File: src/rtl/xc_pkg.sv
package xc_pkg;

  // Strobes from control to the entry store, all taking effect on the clock edge
  typedef struct packed {
    logic flush;   // clear every valid bit
    logic fill;    // write the entry selected by fillIdx
    logic touch;   // mark the entry selected by touchIdx as most recently used
  } xcStrobe_t;

endpackage

File: src/rtl/xc_store.sv
module xc_store
  import xc_pkg::*;
#(
  parameter int ENTRIES = 8,
  parameter int VPN_W   = 20,
  localparam int IDX_W  = $clog2(ENTRIES)
) (
  input  logic               clk,
  input  logic               rstN,
  input  xcStrobe_t          strobe,
  input  logic [IDX_W-1:0]   fillIdx,
  input  logic [VPN_W-1:0]   fillVpn,
  input  logic [VPN_W-1:0]   fillFrame,
  input  logic               fillDirty,
  input  logic [VPN_W-1:0]   lkVpn,
  output logic [ENTRIES-1:0] lkMatch,
  output logic [ENTRIES-1:0] fillMatch,
  output logic [ENTRIES-1:0] validVec,
  output logic [VPN_W-1:0]   lkFrame,
  output logic               lkDirty
);

  logic [VPN_W-1:0] tagMem   [ENTRIES];
  logic [VPN_W-1:0] frameMem [ENTRIES];
  logic [ENTRIES-1:0] dirtyVec;

  // Valid bits: reset and flush clear all, fill sets one
  always_ff @(posedge clk) begin
    if (!rstN) begin
      validVec <= '0;
    end else if (strobe.flush) begin
      validVec <= '0;
    end else if (strobe.fill) begin
      validVec[fillIdx] <= 1'b1;
    end
  end

  // Payload storage is written only on fill; contents of invalid slots are don't-care
  always_ff @(posedge clk) begin
    if (strobe.fill && !strobe.flush) begin
      tagMem[fillIdx]   <= fillVpn;
      frameMem[fillIdx] <= fillFrame;
      dirtyVec[fillIdx] <= fillDirty;
    end
  end

  // One comparator pair per entry
  for (genvar e = 0; e < ENTRIES; e++) begin : g_cmp
    assign lkMatch[e]   = validVec[e] && (tagMem[e] == lkVpn);
    assign fillMatch[e] = validVec[e] && (tagMem[e] == fillVpn);
  end

  // At most one entry matches (fills rewrite in place), so an OR mux suffices
  always_comb begin
    lkFrame = '0;
    lkDirty = 1'b0;
    for (int e = 0; e < ENTRIES; e++) begin
      if (lkMatch[e]) begin
        lkFrame = lkFrame | frameMem[e];
        lkDirty = lkDirty | dirtyVec[e];
      end
    end
  end

endmodule

File: src/rtl/xc_ctrl.sv
module xc_ctrl
  import xc_pkg::*;
#(
  parameter int ENTRIES = 8,
  localparam int IDX_W  = $clog2(ENTRIES),
  localparam int AGE_W  = $clog2(ENTRIES)
) (
  input  logic               clk,
  input  logic               rstN,
  input  logic               pagingOn,
  input  logic               lkValid,
  input  logic               lkWrite,
  input  logic [ENTRIES-1:0] lkMatch,
  input  logic               lkDirty,
  input  logic               fillValid,
  input  logic               fillPresent,
  input  logic [ENTRIES-1:0] fillMatch,
  input  logic [ENTRIES-1:0] validVec,
  input  logic               baseWrite,
  input  logic               taskFlush,
  output xcStrobe_t          strobe,
  output logic [IDX_W-1:0]   fillIdx,
  output logic               hitPaged
);

  localparam logic [AGE_W-1:0] OLDEST = AGE_W'(ENTRIES - 1);

  // Age per entry: 0 = most recent, ENTRIES-1 = least recent; always a permutation
  logic [AGE_W-1:0] age [ENTRIES];

  logic             flushNow;
  logic             fillOk;
  logic [IDX_W-1:0] hitIdx;
  logic [IDX_W-1:0] reuseIdx;
  logic [IDX_W-1:0] freeIdx;
  logic [IDX_W-1:0] oldIdx;
  logic             anyFree;
  logic [IDX_W-1:0] touchIdx;

  assign flushNow = baseWrite | taskFlush;

  // A write to a clean page must go to the walker so the page gets marked dirty
  assign hitPaged = pagingOn && !flushNow && lkValid && (|lkMatch) &&
                    !(lkWrite && !lkDirty);

  assign fillOk = pagingOn && !flushNow && fillValid && fillPresent;

  // Encoders: lowest index wins
  always_comb begin
    hitIdx   = '0;
    reuseIdx = '0;
    freeIdx  = '0;
    oldIdx   = '0;
    anyFree  = 1'b0;
    for (int e = ENTRIES - 1; e >= 0; e--) begin
      if (lkMatch[e])    hitIdx   = IDX_W'(e);
      if (fillMatch[e])  reuseIdx = IDX_W'(e);
      if (!validVec[e]) begin
        freeIdx = IDX_W'(e);
        anyFree = 1'b1;
      end
      if (age[e] == OLDEST) oldIdx = IDX_W'(e);
    end
  end

  // Fill target: same page in place, else an empty slot, else the oldest entry
  always_comb begin
    if (|fillMatch)   fillIdx = reuseIdx;
    else if (anyFree) fillIdx = freeIdx;
    else              fillIdx = oldIdx;
  end

  // A fill claims the recency update when both happen in one cycle
  assign touchIdx = fillOk ? fillIdx : hitIdx;

  always_comb begin
    strobe.flush = flushNow;
    strobe.fill  = fillOk;
    strobe.touch = fillOk | hitPaged;
  end

  always_ff @(posedge clk) begin
    if (!rstN) begin
      for (int e = 0; e < ENTRIES; e++) age[e] <= AGE_W'(e);
    end else if (strobe.touch) begin
      for (int e = 0; e < ENTRIES; e++) begin
        if (IDX_W'(e) == touchIdx)       age[e] <= '0;
        else if (age[e] < age[touchIdx]) age[e] <= age[e] + 1'b1;
      end
    end
  end

endmodule

File: src/rtl/page_xlate_cache.sv
module page_xlate_cache
  import xc_pkg::*;
#(
  parameter int ENTRIES = 8,
  parameter int VPN_W   = 20,
  parameter int OFS_W   = 12,
  localparam int ADDR_W = VPN_W + OFS_W,
  localparam int IDX_W  = $clog2(ENTRIES)
) (
  input  logic              clk,
  input  logic              rstN,
  input  logic              pagingOn,
  input  logic              lkValid,
  input  logic [ADDR_W-1:0] lkAddr,
  input  logic              lkWrite,
  output logic              lkHit,
  output logic [ADDR_W-1:0] lkPhys,
  input  logic              fillValid,
  input  logic [VPN_W-1:0]  fillVpn,
  input  logic [VPN_W-1:0]  fillFrame,
  input  logic              fillDirty,
  input  logic              fillPresent,
  input  logic              baseWrite,
  input  logic              taskFlush
);

  xcStrobe_t          strobe;
  logic [IDX_W-1:0]   fillIdx;
  logic [ENTRIES-1:0] lkMatch;
  logic [ENTRIES-1:0] fillMatch;
  logic [ENTRIES-1:0] validVec;
  logic [VPN_W-1:0]   lkFrame;
  logic               lkDirty;
  logic               hitPaged;

  xc_store #(.ENTRIES(ENTRIES), .VPN_W(VPN_W)) u_store (
    .clk       (clk),
    .rstN      (rstN),
    .strobe    (strobe),
    .fillIdx   (fillIdx),
    .fillVpn   (fillVpn),
    .fillFrame (fillFrame),
    .fillDirty (fillDirty),
    .lkVpn     (lkAddr[ADDR_W-1:OFS_W]),
    .lkMatch   (lkMatch),
    .fillMatch (fillMatch),
    .validVec  (validVec),
    .lkFrame   (lkFrame),
    .lkDirty   (lkDirty)
  );

  xc_ctrl #(.ENTRIES(ENTRIES)) u_ctrl (
    .clk         (clk),
    .rstN        (rstN),
    .pagingOn    (pagingOn),
    .lkValid     (lkValid),
    .lkWrite     (lkWrite),
    .lkMatch     (lkMatch),
    .lkDirty     (lkDirty),
    .fillValid   (fillValid),
    .fillPresent (fillPresent),
    .fillMatch   (fillMatch),
    .validVec    (validVec),
    .baseWrite   (baseWrite),
    .taskFlush   (taskFlush),
    .strobe      (strobe),
    .fillIdx     (fillIdx),
    .hitPaged    (hitPaged)
  );

  assign lkHit  = pagingOn ? hitPaged : lkValid;
  assign lkPhys = !lkHit   ? '0 :
                  pagingOn ? {lkFrame, lkAddr[OFS_W-1:0]} : lkAddr;

endmodule

File: config.mk
export PLATFORM = sky130hd
export DESIGN_NAME = page_xlate_cache
export DESIGN_NICKNAME = d
export VERILOG_FILES = /design/src/rtl/xc_pkg.sv /design/src/rtl/xc_store.sv /design/src/rtl/xc_ctrl.sv /design/src/rtl/page_xlate_cache.sv
export SDC_FILE = /design/constraint.sdc
export NUM_CORES = 1
export LEC_CHECK = 0
export ABC_AREA = 1
export BUFFER_PORTS_ARGS = -buffer_cell sky130_fd_sc_hd__clkbuf_2
export CORE_UTILIZATION = 56
export DETAILED_ROUTE_END_ITERATION = 6
export PLACE_DENSITY_LB_ADDON = 0.08
export SKIP_LAST_GASP = 1
export SLEW_MARGIN = 25
export SYNTH_ARGS = -nofsm -noshare
export SYNTH_HDL_FRONTEND = slang
export SYNTH_SLANG_ARGS = --single-unit
File: constraint.sdc
create_clock -name clk -period 11 [get_ports clk]
set_input_delay 1.1 -clock clk [delete_from_list [all_inputs] [get_ports clk]]
set_output_delay 1.1 -clock clk [all_outputs]
set_load 0.05 [all_outputs]
=== Word-level counts from Yosys, hierarchy flattened ===
Memory sizes are Yosys's and may differ from the RTL's.
Index checks and enable logic that the tools add are counted.

* $mul: 0
* Equality and inequality tests: 31
* Add/sub/neg operators: 8
* Multiplexer cells: 156
* Reductions and logical operators: 32
* Shift-type cells: 0
* Order comparisons: 10
* Bitwise gates (word level): 34
* Div/mod/pow operators: 0

{| class="wikitable"
|+ Operator list
! operator !! number
|-
| $eq A20 B20 Y1 || 16
|-
| $mux W20 || 8
|-
| $mux W3 || 51
|-
| $or A20 B20 Y20 || 7
|-
| $mux W1 || 93
|-
| $mux W32 || 2
|-
| $logic_and A1 B1 Y1 || 25
|-
| $or A1 B1 Y1 || 25
|-
| $add A3 B1 Y3 const B || 8
|-
| $eq A3 B3 Y1 const B || 8
|-
| $lt A3 B3 Y1 || 8
|-
| $reduce_or A8 Y1 || 2
|-
| $eq A3 B3 Y1 const A || 4
|-
| $bwmux W8 || 1
|-
| $or A8 B8 Y8 || 1
|-
| $eq A2 B3 Y1 const A || 2
|-
| $lt A3 B4 Y1 const B || 1
|-
| $demux W1 S3 || 1
|-
| $eq A1 B3 Y1 const A || 1
|-
| $ge A3 B1 Y1 const B || 1
|-
| $logic_not A1 Y1 || 3
|-
| $logic_not A3 Y1 || 1
|-
| $reduce_or A2 Y1 || 1
|-
| $not A1 Y1 || 1
|}

* Flip-flop bits (word level): 16
* Logic and storage cells: 276
* Memory bits (writable): 344
* Bits in latches: 0
* Input port bits: 82
* Memory bits (read-only): 0
* Memories: 3
* Output and inout port bits: 33

{| class="wikitable"
|+ Memory list
! name !! depth !! bits a word !! read ports !! clocked after memory_dff !! write ports !! line !! text
|-
| u_store.frameMem || 8 || 20 || 8 || 0 || 1 || xc_store.sv:24 || <nowiki>logic [VPN_W-1:0] frameMem [ENTRIES];</nowiki>
|-
| u_store.tagMem || 8 || 20 || 8 || 0 || 1 || xc_store.sv:23 || <nowiki>logic [VPN_W-1:0] tagMem [ENTRIES];</nowiki>
|-
| u_ctrl.age || 8 || 3 || 9 || 0 || 8 || xc_ctrl.sv:29 || <nowiki>logic [AGE_W-1:0] age [ENTRIES];</nowiki>
|}

=== Logic depth before layout (Yosys ltp) ===
Gate-level depths: netlist of the first run.

* Depth in word-level cells: 27
* Mapped depth: 29
* Depth with buffers taken out: 29

=== Hierarchy ===
A second synthesis of the first run with hierarchy kept.

* Cell total of the unflattened synthesis: 2224
* Area, all modules: 20133.1 um2

{| class="wikitable"
|+ Modules (own cells, without submodules)
! module !! area an instance (um2) !! cells an instance !! seq. area each (um2) !! instances
|-
| xc_store || 17027.6 || 1699 || 10009.6 || 1
|-
| xc_ctrl || 2568.7 || 385 || 720.7 || 1
|-
| page_xlate_cache || 536.8 || 140 || 0.0 || 1
|}

=== Worst setup path before layout of the first run ===
OpenSTA, ideal clock, no wires.

* Kind: input-to-reg
* Start: input fillVpn[6]
* End: register u_store.dirtyVec[3], enable pin
* Arrival: 5268 ps
* Stages on the path: 9
* Buffers on the path: 1
* Data required time: 10507 ps
* Library setup time: 493 ps
* Setup slack: 5239 ps
* Cells stage by stage: buf_2 > xnor2_1 > nand3_1 > nor4_1 > nand3b_2 > nand2_2 > nor3_2 > or2_2 > nor3_1

{| class="wikitable"
|+ RTL lines
! item !! line !! text
|-
| from (decl) || page_xlate_cache.sv:19 || <nowiki>input logic [VPN_W-1:0] fillVpn,</nowiki>
|-
| to (signal, indexed assignment) || xc_store.sv:43 || <nowiki>dirtyVec[fillIdx] <= fillDirty;</nowiki>
|-
| to (decl) || xc_store.sv:25 || <nowiki>logic [ENTRIES-1:0] dirtyVec;</nowiki>
|}

=== Final worst setup path of the first run ===
* Start: input lkAddr[25]
* End: output lkPhys[26]

* Word-level cells in the longest chain between the ends: 23
* Elaborated cells on any way between the ends: 55
* Classes of those cells: 8 x eq/ne; 19 x mux; 14 x bitwise; 14 x reduce/logical

{| class="wikitable"
|+ Ends and longest elaborated chain
! item !! line !! text
|-
| from (decl) || page_xlate_cache.sv:14 || <nowiki>input logic [ADDR_W-1:0] lkAddr,</nowiki>
|-
| $eq A20 B20 Y1 || xc_store.sv:49 || <nowiki>assign lkMatch[e] = validVec[e] && (tagMem[e] == lkVpn);</nowiki>
|-
| $logic_and A1 B1 Y1 || xc_store.sv:49 ||
|-
| $mux W1 || xc_store.sv:58 || <nowiki>if (lkMatch[e]) begin</nowiki>
|-
| $or A1 B1 Y1 || xc_store.sv:60 || <nowiki>lkDirty = lkDirty | dirtyVec[e];</nowiki>
|-
| $mux W1 || xc_store.sv:58 ||
|-
| $or A1 B1 Y1 || xc_store.sv:60 ||
|-
| $mux W1 || xc_store.sv:58 ||
|-
| $or A1 B1 Y1 || xc_store.sv:60 ||
|-
| [... 7 more ...] || -- ||
|-
| $or A1 B1 Y1 || xc_store.sv:60 ||
|-
| $mux W1 || xc_store.sv:58 ||
|-
| $logic_not A1 Y1 || xc_ctrl.sv:44 || <nowiki>!(lkWrite && !lkDirty);</nowiki>
|-
| $logic_and A1 B1 Y1 || xc_ctrl.sv:44 ||
|-
| $logic_not A1 Y1 || xc_ctrl.sv:44 ||
|-
| $logic_and A1 B1 Y1 || xc_ctrl.sv:43 || <nowiki>assign hitPaged = pagingOn && !flushNow && lkValid && (|lkMatch) &&</nowiki>
|-
| $mux W1 || page_xlate_cache.sv:71 || <nowiki>assign lkHit = pagingOn ? hitPaged : lkValid;</nowiki>
|-
| $mux W32 * || page_xlate_cache.sv:72 || <nowiki>assign lkPhys = !lkHit ? '0 :</nowiki>
|-
| to (decl) || page_xlate_cache.sv:17 || <nowiki>output logic [ADDR_W-1:0] lkPhys,</nowiki>
|}

Every way passes the cells marked *; elsewhere a longest branch is shown, timed or not.

==> results of run 1 <==
[where the power goes]
group	total [mW]	leakage [nW]	internal [mW]	switching [mW]
clock network	1.35	0.633	0.754	0.600
registers	1.51	3.23	1.51	0.00431
logic	0.286	5.17	0.0671	0.219
total	3.15	9.04	2.33	0.823
[registers in the layout, indices dropped and copies added (netlist names)]
name / cells
u_store.dirtyVec: 8
u_ctrl.age: 24
u_store.tagMem: 160
u_store.validVec: 8
u_store.frameMem: 160
[metrics by stage]
stage | utilization (%) | setup WS (ns)
2_1_floorplan | - | 5.24
4_1_cts | 63.6 | 4.52
3_3_place_gp | 59.8 | 4.61
3_5_place_dp | 59.8 | 4.56
5_1_grt | 63.6 | 4.44
6_report | 63.6 | 4.63
[path summary, 6_finish.rpt]
| check | from | endpoint | slack [ns] |
|---|---|---|---|
| setup / recovery | lkAddr[25] | lkPhys[26] | 4.63 |
| hold / removal | u_ctrl.age[4][0] | u_ctrl.age[4][0] | 0.58 |
| setup reg to reg | u_store.tagMem[6][9] | u_ctrl.age[6][0] | 5.98 |
| hold reg to reg | u_ctrl.age[4][0] | u_ctrl.age[4][0] | 0.58 |
[area by class of cell]
| cell class | instances | area (sq um) | area share, % |
|---|---|---|---|
| Clock buffer | 46 | 1020 | 4.64 |
| Clock inverter | 28 | 292 | 1.32 |
| Antenna cell | 1 | 2.50 | 0.0113 |
| Tap cell | 455 | 569 | 2.58 |
| Inverter | 292 | 1100 | 5.00 |
| Sequential cell | 360 | 10700 | 48.6 |
| Timing Repair Buffer | 128 | 676 | 3.06 |
| Multi-Input combinational cell | 1456 | 7680 | 34.8 |
[layout by cell type, fill, tap and decap left out, types with 4 or more instances in the layout]
cell type,Yosys,layout
clkinvlp_4,0,4
a221oi_1,23,23
or2_2,10,10
o2111ai_1,16,16
nand3_1,90,90
nand2_1,509,509
nor3b_1,9,9
xnor2_1,61,61
dfxtp_1,8,8
nand2_2,18,18
o21ai_0,104,104
nor4_1,13,13
nand2_4,8,8
nor3_2,2,5
nand3_2,4,4
o21ai_1,7,7
nor2_1,234,234
inv_2,32,34
o211ai_1,7,7
clkbuf_1,26,6
ha_1,32,32
nand3b_1,12,12
edfxtp_1,352,352
inv_1,257,251
buf_4,11,14
a22o_1,34,34
nor3_1,48,45
nor2_4,4,4
nor2_2,6,6
nand4_1,55,55
clkinv_1,2,7
clkinv_2,0,13
o22ai_1,51,51
a21oi_1,53,53
xor2_1,23,23
clkbuf_2,0,114
clkbuf_16,0,40
[routing by layer]
layer / track usage (%) / up-vias
li1: - / 7627
met1: 55.9 / 8356
met2: 64.5 / 1392
met3: 9.18 / 270
met4: 23.4 / 4
met5: 0 / -
[worst max-delay path, stage by stage]
cell,delay [ns]
clkbuf_2,0.41
inv_1,0.70
nor2_1,0.19
a221oi_1,0.33
and3_1,0.23
nand3_1,0.16
inv_1,0.71
nand2_1,0.10
nand2_1,0.09
nor2_1,0.05
nand4_1,0.09
nand2_1,0.06
nand2_1,0.06
o21a_1,0.18
inv_2,0.23
nor2_1,0.22
clkbuf_2,0.31
[kinds of logic after synthesis]
logic type / synth area share (%)
simple gates: 23.3
fa+ha+maj: 2.02
flops: 54.0
xor+xnor: 3.71
buf+inv: 7.34
compound gates: 9.63
==> impl_metrics.toml, run 1 <==
[final_layout]
layoutNonFillerInstCount = 2766
syn2layout_area_growth_pct = 11.2
final_area_sq_mm = 0.0221
fillers = 2847
drive_above_1_share_pct = 12.6
fin_nets = 2392

[cts]
path_clk_slew_ns = 0.05
cts_tree = "built"
clk_latency_ns = 0.59
hold_buffers = 0
htreeDepth = 2
ctsRootBufferMaster = "clkbuf_16"
cts_buffer_depth = 3
cts_buffers = 40
clock-sinks = 360
post_cts_buffers = 0
postCtsResizedCells = 0

[routing]
drtPass1Iterations = 7
wl_microns = 76100
met1_length_microns = 28200
routed_via_density = 6.38
dr_wl_met3_microns = 9580
top_layer = "met5"
antenna_left = 0
wl_met2_microns = 33900
drt_iter0_markers = 2347
routedWlPerCell_microns = 27.5
routed-via-count = 17600
drc = 0

[placed_design]
dpl.cell_count = 2691
io_buffers = 114
place.gp.congestion = 1.04
place_area_sq_mm = 0.0208
dp_hpwl_microns = 50900

[synth]
synth_top_cell_by_area = "edfxtp_1"
avgSynthCellArea_sq_um = 9.12
yosysWarnings = 0
async_flop_share_pct = 0
synth_common_cells = "nand2_1 (509), edfxtp_1 (352), inv_1 (257)"
yosysMostFrequentCell = "nand2_1"
yosys.cell_types.count = 51
synth-edff-count = 352
syn-cell-area_sq_mm = 0.0199
synth_area_leaders = "edfxtp_1 (53%), nand2_1 (9.6%), inv_1 (4.9%)"
seq_area_frac_synth_pct = 54.0
synthFlopType = "edfxtp_1"
syn_nets = 2290
ys_ff_latch = 360
netlist.area_leader.share_pct = 53.2
netlist_instances = 2176

[timing]
fin_crit_sh_pct = 58.0
finalClockSkew_ns = 0.0244
tns_ns = 0
finalMaxSlewViolations = 0
fmax_mhz = 157
hold_viol_final = 0
hold_ws_ns = 0.584
rsz0062_at_grt = "false"
worst_pin_slew_ns = 1.05
max_slew_margin_pct = 29.9
finalSetupViolCount = 0
timing.final.crit_period_ns = 6.37

[floorplan]
dieHeight_microns = 190
core_area_sq_mm = 0.0347
rows = 68
die_w_microns = 190
initial_core_util_pct = 57.2
die_area_sq_mm = 0.0362
ios = 115

[worst_hold_path]
min_delay_path_depth = 1
holdCritPathClass = "reg -> reg"

[job]
max_cap_violations = 0

[setup_path]
critical_path_required_ns = 9.90
crit_path_max_fanout = 32
reg2reg_depth = 21
worstPathArrival_ns = 5.27
cp-start-kind = "input port"
endpoint_kind = "output pin"
crit_type = "in -> out"

[global_route]
antenna_found_initial = 4
grt_pass1_vias = 16900
track_usage_pct = 42.2
grt_pass1_wl_microns = 109000
grt_max_degree = 44
grt_overflow = 0

[power_and_ir_drop]
peakVddDrop_uv = 163
power_density_mw_per_mm2 = 143
p_leak_nw = 9.04
power_mw = 3.15

[outcome]
status = "completed"
No activity file was read; power rests on OpenSTA's default activity.
==> run 2: changes to the inputs <==
==> constraint.sdc (replaced) <==
create_clock -name clk -period 6.5 [get_ports clk]
set_input_delay 0.65 -clock clk [delete_from_list [all_inputs] [get_ports clk]]
set_output_delay 0.65 -clock clk [all_outputs]
set_load 0.05 [all_outputs]
==> run 2 against run 1 <==
Net effect:
- final area about the same
- worst setup slack worse by 4.2 ns
- first-iteration DRC count down 9.1%
- non-clock buffer count up 18
- hold slack worse by 0.25 ns
- register-to-register slack worse by 4.0 ns
- sequential share of layout area about the same
- total power up 65%
- largest power group unchanged
==> impl_metrics.toml, run 2 (same netlist as run 1, synthesis figures left out) <==
[outcome]
status = "completed"

[setup_path]
worst_path_most_repeated_cell = "nand2_1"
crit_path_max_fanout = 32
path_buf_inv = 6
reg2reg_depth = 20
crit_slowest_cell = "clkinv_1"
r2r_setup_slack_ns = 2.00
cp-start-kind = "input port"
critical_path_required_ns = 5.85
worstPathArrival_ns = 5.42
cpLargestDelayFamily = "buffers and inverters"
r2r_end = "u_ctrl.age[6][2]"
reg2reg_from = "u_store.validVec[7]"
slowest_delay_ns = 0.78
crit_chain = "clkbuf_2 -> clkinv_1 -> nand2_1 -> nand2_1 -> nor4_1 -> nand3_1 -> inv_1 -> buf_4 -> nand2_1 -> nand2_1 -> nor2_1 -> nand4_1 -> nand2_1 -> nand2_1 -> o21a_1 -> clkinv_1 -> nor2_1 -> clkbuf_2"
endpoint_kind = "output pin"
crit_type = "in -> out"

[cts]
clk_latency_ns = 0.58
htreeDepth = 2
cts_buffer_depth = 3
cts_buffers = 40
post_cts_buffers = 0
ctsRootBufferMaster = "clkbuf_16"
clock-sinks = 360
hold_buffers = 0
postCtsResizedCells = 0
cts_tree = "built"
path_clk_slew_ns = 0.06

[floorplan]
ios = 115
core_area_sq_mm = 0.0347
initial_core_util_pct = 57.2
rows = 68
die_w_microns = 190
dieHeight_microns = 190
die_area_sq_mm = 0.0362

[job]
max_cap_violations = 0

[routing]
routedWlPerCell_microns = 26.9
antenna_left = 0
routed-via-count = 17700
drtPass1Iterations = 5
wl_microns = 74900
drt_iter0_markers = 2134
routed_via_density = 6.35
drc = 0

[final_layout]
layout_top_registers = "u_store.frameMem (160), u_store.tagMem (160), u_ctrl.age (24)"
final_common_cell = "nand2_1"
ff_latch_area_sq_mm = 0.0107
mostFrequentLayoutCells = "nand2_1 (509), edfxtp_1 (352), inv_1 (251), nor2_1 (234), clkbuf_2 (114)"
multi_input_area_sq_mm = 0.00768
drive_above_1_share_pct = 12.8
fin_nets = 2410
fillers = 2789
layoutNonFillerInstCount = 2780
antenna_cells = 0
syn2layout_area_growth_pct = 11.3

[timing]
finalSetupViolCount = 0
hold_viol_final = 0
fmax_mhz = 165
max_slew_margin_pct = 32.3
finalClockSkew_ns = 0.0204
worst_pin_slew_ns = 1.01
rsz0062_at_grt = "false"
fin_crit_sh_pct = 93.4
timing.final.crit_period_ns = 6.07
tns_ns = 0
finalMaxSlewViolations = 0

[placed_design]
place.gp.congestion = 1.06
dp_hpwl_microns = 50900
dpl.cell_count = 2709
io_buffers = 114

[global_route]
grt_overflow = 0
track_usage_pct = 41.6
grt_pass1_wl_microns = 108000
grt_max_degree = 44
antenna_found_initial = 1
grt_pass1_vias = 16700

[power_and_ir_drop]
power_density_mw_per_mm2 = 235
peakVddDrop_uv = 261
p_leak_nw = 9.08

[worst_hold_path]
hold_path.startpoint = "fillFrame[1]"
holdCritPathClass = "in -> reg"
min_delay_path_depth = 1
min_to = "u_store.frameMem[0][1]"
-- run 2: cell types whose count changed in the layout (fill, tap and decap cells not counted), sizes merged --
cell	before	now
bufinv	3	0
clkbuf	160	165
diode	1	0
clkinvlp	4	0
inv	289	291
clkinv	24	21
buf	14	32
-- run 2: worst register-to-register path: stages, from the launching register on --
cell      delay (ns)
dfxtp_1         0.51
inv_1           0.20
a21oi_1         0.19
nand3_1         0.11
nor2_1          0.11
nand2_1         0.09
o21ai_1         0.44
nand3_1         0.14
nand2_1         0.09
nand2_1         0.06
nand2_2         0.10
nand2_8         0.09
nor2_4          0.15
inv_1           0.12
o22ai_1         0.16
nor3_1          0.09
nor2_1          0.50
ha_1            0.37
a211oi_1        0.39
nand3_2         0.15
nand2_1         0.14
-- run 2: how the worst max path moves through the flow --
| stage | endpoint | slack (ns) | startpoint | cells past startpoint |
|---|---|---|---|---|
| CTS | lkPhys[16] | 1.08 | lkAddr[12] | 18 |
| detailed placement | lkPhys[16] | 1.09 | lkAddr[12] | 18 |
| finish | lkPhys[16] | 0.43 | lkAddr[12] | 18 |
| global route | lkPhys[16] | 0.37 | lkAddr[12] | 18 |
| floorplan | u_store.dirtyVec[3] | 1.19 | fillVpn[6] | 9 |
| global placement | u_ctrl.age[6][1] | 1.10 | lkAddr[12] | 21 |
-- run 2: per-stage QoR --
step / hold WS, ns / worst slack [ns] / total power [mW] / utilization [%] / cell area, sq um
2_1_floorplan: 0.494 / 1.19 / 2.87 / - / 19900
3_3_place_gp: 0.577 / 1.10 / 3.07 / 60.2 / 20900
3_5_place_dp: 0.583 / 1.09 / 3.07 / 60.2 / 20900
4_1_cts: 0.325 / 1.08 / 5.17 / 63.7 / 22100
5_1_grt: 0.345 / 0.374 / 5.28 / 63.7 / 22100
6_report: 0.337 / 0.428 / 5.19 / 63.7 / 22100
-- run 2: cell type report --
class                           instances  area share, %
Inverter                              292           5.02
Clock inverter                         20          0.606
Multi-Input combinational cell       1456           34.8
Clock buffer                           51           4.81
Tap cell                              455           2.58
Timing Repair Buffer                  146           3.67
Sequential cell                       360           48.6
-- run 2: routing by layer --
| metal | track usage [%] | up-vias | share of wire (%) | wire [microns] |
|---|---|---|---|---|
| met5 | 0 | - | 0 | 0 |
| met4 | 26.1 | 0 | 6.7 | 5020 |
| met3 | 8.32 | 299 | 13 | 9730 |
| met2 | 62.0 | 1370 | 43 | 32200 |
| met1 | 55.8 | 8284 | 37 | 27900 |
| li1 | - | 7699 | - | - |
-- run 2: report_power, final --
group	total, mW	internal [mW]	switching (mW)
registers	2.56	2.55	0.00729
clock network	2.14	1.17	0.973
logic	0.488	0.118	0.370
